## config.mk

```make
export PLATFORM = sky130hd
export DESIGN_NAME = sar_conv_sequencer
export DESIGN_NICKNAME = d
export VERILOG_FILES = /design/src/rtl/sar_seq_pkg.sv /design/src/rtl/sar_seq_ctrl.sv /design/src/rtl/sar_seq_dpath.sv /design/src/rtl/sar_conv_sequencer.sv
export SDC_FILE = /design/constraint.sdc
export NUM_CORES = 1
export LEC_CHECK = 0
export BUFFER_PORTS_ARGS = -buffer_cell sky130_fd_sc_hd__buf_4
export CELL_PAD_IN_SITES_DETAIL_PLACEMENT = 1
export CELL_PAD_IN_SITES_GLOBAL_PLACEMENT = 1
export CORE_AREA = 3 3 77 72
export CTS_CLUSTER_SIZE = 28
export DETAILED_ROUTE_END_ITERATION = 16
export DIE_AREA = 0 0 80 75
export HOLD_SLACK_MARGIN = 0.02
export PLACE_DENSITY = 0.65
export SLEW_MARGIN = 10
export SYNTH_ARGS = -nofsm -noshare
export SYNTH_HDL_FRONTEND = slang
export SYNTH_SLANG_ARGS = --single-unit
```

## constraint.sdc

```tcl
create_clock -name clk -period 3.7 [get_ports clk]
set_clock_uncertainty 0.1 [all_clocks]
set_input_delay 0.74 -clock clk [delete_from_list [all_inputs] [get_ports clk]]
set_output_delay 0.74 -clock clk [all_outputs]
set_load 0.05 [all_outputs]
```

## src/rtl/sar_seq_pkg.sv

```systemverilog
package sar_seq_pkg;
  localparam int IDX_W = 4;

  typedef struct packed {
    logic             sample;
    logic             decide;
    logic             lastBit;
    logic [IDX_W-1:0] bitIdx;
  } seqStrobes_t;
endpackage

```

## src/rtl/sar_seq_ctrl.sv

```systemverilog
module sar_seq_ctrl
  import sar_seq_pkg::*;
#(
  parameter int NBITS = 10
) (
  input  logic        clk,
  input  logic        rst,
  output seqStrobes_t strobes
);
  localparam int FRAME = NBITS + 2;
  localparam int CW    = $clog2(FRAME);
  localparam logic [CW-1:0] LAST = CW'(FRAME - 1);

  logic [CW-1:0] cycQ;

  always_ff @(posedge clk) begin
    if (rst) begin
      cycQ <= '0;
    end else if (cycQ == LAST) begin
      cycQ <= '0;
    end else begin
      cycQ <= cycQ + 1'b1;
    end
  end

  always_comb begin
    strobes.sample  = (cycQ == '0);
    strobes.decide  = (cycQ >= CW'(2));
    strobes.lastBit = (cycQ == LAST);
    strobes.bitIdx  = IDX_W'(NBITS + 1) - IDX_W'(cycQ);
  end
endmodule

```

## src/rtl/sar_seq_dpath.sv

```systemverilog
module sar_seq_dpath
  import sar_seq_pkg::*;
#(
  parameter int NBITS = 10
) (
  input  logic             clk,
  input  logic             rst,
  input  seqStrobes_t      strobes,
  input  logic             cmpBit,
  output logic [NBITS-1:0] dacQ,
  output logic [NBITS-1:0] resultQ,
  output logic             validQ
);
  localparam logic [NBITS-1:0] PRESET = {1'b1, {(NBITS-1){1'b0}}};

  logic [NBITS-1:0] decided;
  logic [NBITS-1:0] nextTrial;

  always_comb begin
    decided = dacQ;
    decided[strobes.bitIdx] = cmpBit;
    nextTrial = decided;
    if (!strobes.lastBit) begin
      nextTrial[strobes.bitIdx - 1'b1] = 1'b1;
    end
  end

  always_ff @(posedge clk) begin
    if (rst) begin
      dacQ    <= PRESET;
      resultQ <= '0;
      validQ  <= 1'b0;
    end else begin
      validQ <= 1'b0;
      if (strobes.decide) begin
        if (strobes.lastBit) begin
          resultQ <= decided;
          validQ  <= 1'b1;
          dacQ    <= PRESET;
        end else begin
          dacQ <= nextTrial;
        end
      end
    end
  end
endmodule

```

## src/rtl/sar_conv_sequencer.sv

```systemverilog
module sar_conv_sequencer
  import sar_seq_pkg::*;
#(
  parameter int NBITS = 10
) (
  input  logic             clk,
  input  logic             rst,
  input  logic             cmpDecision,
  output logic             sampleCtl,
  output logic [NBITS-1:0] dacBits,
  output logic             cmpClkEn,
  output logic [NBITS-1:0] result,
  output logic             resultValid
);
  seqStrobes_t strobes;

  sar_seq_ctrl #(.NBITS(NBITS)) uCtrl (
    .clk     (clk),
    .rst     (rst),
    .strobes (strobes)
  );

  sar_seq_dpath #(.NBITS(NBITS)) uDpath (
    .clk     (clk),
    .rst     (rst),
    .strobes (strobes),
    .cmpBit  (cmpDecision),
    .dacQ    (dacBits),
    .resultQ (result),
    .validQ  (resultValid)
  );

  assign sampleCtl = strobes.sample;
  assign cmpClkEn  = strobes.decide;
endmodule

```

==> run metrics <==
outcome finished clean; Design Area, Final 0.00172 mm^2; average wire per standard cell 16.2 um; root buffer cell clkbuf_8; R2R depth 6; Req. time, crit path 2.86 ns; P_sw 184 uW; Final Hold Vio Count 0; worst hold slack 0.383 ns; Num CTS Buffers 3; Antenna Cells 0; die area 0.00600 mm^2; FF-to-FF setup slack 1.38 ns; post_cts resized 0; grt met3 use 2.63%; setup TNS 0 ns; Ys Warns 0; DR pass1 iterations 4; ys flop type dfxtp_1; post-DR vias/cell 5.17; Clock Sinks 25; P&R area growth vs syn 19.6%; Tot Pwr 573 uW; Async SR Flop Fraction 0%; Placed Area 0.00167 mm^2; Worst setup SP type flop; CP max stage delay 0.54 ns; clock power share 29.2%; Pwr per Cell Area 334 mW/mm^2; Final ANT Viol Nets 0; Mean Syn Cell Area 8.30 um^2; Synth top area share 34.9%; GR Util met2 25.1%; Hold Path Sink uDpath.dacQ[3]$_SDFFE_PP0N_; leakage 0.000658 uW; Reg clk slew, reported paths 0.09 ns; arrival time worst endpoint 1.93 ns; RSZ-0062 raised after global routing false; Mapped Area 0.00144 mm^2; HP Class flop to flop; Top Ports 26; IO Port Bufs 25; Final Cycle Share 74.8%; Detail Placement HPWL 3.07 mm; Setup Fix Bufs, Post-CTS 0; global-route wire length before repair 6.97 mm; largest cells by area after synthesis dfxtp_1 35%, ha_1 10%, nand2_1 5.8%, a311oi_1 4.3%, inv_1 3.4%; count leader, synth dfxtp_1; DRT iter0 DRCs 74; largest net degree at the start of global routing 24; crit-path cells inv_1 > ha_1 > nor2b_4 > inv_1 > buf_4; WHS Path Cells 2; max cap viols 0; fin crit period 2.77 ns; Synth Register Bits 25; Gate power share 21.4%; depth of the CTS H-tree 1; die width 80 um; Setup-failing EPs final 0; part of the power in registers 49.4%; CTS tree yes; internal power 389 uW; Max Fanout on Critical Path 11; hold path start uDpath.dacQ[3]$_SDFFE_PP0N_; share of cells above drive strength 1 18.6%; max_slew headroom 45.3%; total grt overflow 0; Syn Inst Count 173; leading area contributor after synthesis dfxtp_1; post-synthesis cell type count 39; reg2reg start uCtrl.cycQ[2]$_SDFF_PP0_; Slew Viols, Final 0; worst skew pair latency 0.27 ns; core box area 0.00480 mm^2; Remaining DRCs 0; vias 1340; Top cell by count, worst path inv_1; CP Capture Type output port; Final WS setup 0.933 ns; Peak VDD IR 0.116 mV; Longest Clk Path Bufs 2; initial antenna violation count 0; WL final 4.20 mm; fmax 0.361 GHz; die height 75 um; critical setup path kind flop to output port; sequential area share after synthesis 34.9%; measured slew at the worst slew-check pin 0.820 ns; std cell rows 24; GR Util met1 19.6%; Post-CTS Hold Fix Bufs 0; Top Usage Layer GRT met2; top post-synthesis cells by count 25 x dfxtp_1, 22 x nand2_1, 13 x inv_1, 13 x nor2_1, 12 x ha_1; GR Util All Layers 14.9%; number of synthesized flops with an enable pin 0; syn nets 188; CP max stage cell dfxtp_1; Initial Utilization 29.9%; layout net count 210; switching fraction of total power 32.1%; crit path from uCtrl.cycQ[2]$_SDFF_PP0_; vias in the first global route 1388; reg2reg end uDpath.dacQ[8]$_SDFFE_PP0N_; GPL Wtd Cong 0.907; worst slack, placed 1.27 ns
## state kept, by name, indices dropped and copies added (netlist names)
name            cells
uDpath.dacQ        10
uDpath.resultQ     10
uCtrl.cycQ          4
uDpath.validQ       1
## cell usage in the layout (no fill, tap or decap), types with 2 or more instances in the layout
cell type  Yosys  final
nor2b_1        2      2
a31o_1         2      2
and2_1         2      2
mux2i_1        3      3
o21ai_0        3      3
nand3_1        9      9
o22ai_1        6      6
a211oi_1       3      3
ha_1          12     12
nor2_1        13     13
a31oi_1        7      7
dfxtp_1       25     25
nand2b_1       3      3
nor3_1         6      6
a311oi_1       7      7
inv_1         13     13
a21oi_1        7      7
buf_4          0     26
nand2_1       22     22
clkbuf_8       0      3
## kinds of logic (layout without fill, tap and decap cells)
kind of cell / count (synthesis) / after routing / synth area share, %
XOR/XNOR: 1 / 1 / 0.610
AND/OR/NAND/NOR: 63 / 63 / 21.3
AO/OA/AOI/OAI: 47 / 47 / 24.4
adder cells (fa/ha/maj): 12 / 12 / 10.5
multiplexers: 3 / 3 / 2.09
flip-flops: 25 / 25 / 34.9
buffers and inverters: 22 / 43 / 6.28
## power groups by stage
stage	logic, uW	clock network, uW	registers (uW)
floorplan	83.3	0	293
global placement	119	0	289
global route	135	182	284
finish	123	167	283
CTS	123	173	283
detailed placement	123	0	289
## per-layer routing
layer | share of wire (%) | vias up
li1 | - | 659
met1 | 48 | 641
met2 | 45 | 32
met3 | 4.3 | 8
met4 | 2.1 | 0
met5 | 0 | -
## worst max-delay path, delay by kind of cell, from the launching register on
| family | cells | cell delay (ns) |
|---|---|---|
| adders and majority gates | 1 | 0.27 |
| buffers and inverters | 3 | 0.69 |
| and+or+nand+nor | 1 | 0.15 |
| DFF | 1 | 0.54 |
## per-stage QoR
stage	instances	util, %
after floorplan	173	-
after global placement	255	34.8
after detailed placement	255	34.8
after CTS	259	35.7
after global routing	259	35.7
final	259	35.7
## final cells by class
cell class	instances	area (um^2)
clock inverters	1	5.00
clock buffers	3	41.3
repair buffers	26	195
flip-flops and latches	25	500
inverters	13	48.8
multi-input cells	126	845
fillers	590	3090
well taps	65	81.3
## worst max-delay path by stage
| stage | to | slack, ns | cells past startpoint |
|---|---|---|---|
| 2_1_floorplan | cmpClkEn | 1.50 | 5 |
| 3_3_place_gp | cmpClkEn | 1.39 | 5 |
| 3_5_place_dp | cmpClkEn | 1.27 | 5 |
| 4_1_cts | cmpClkEn | 0.96 | 5 |
| 5_1_grt | cmpClkEn | 0.79 | 5 |
| 6_report | cmpClkEn | 0.93 | 5 |
(Power assumes the default switching activity.)
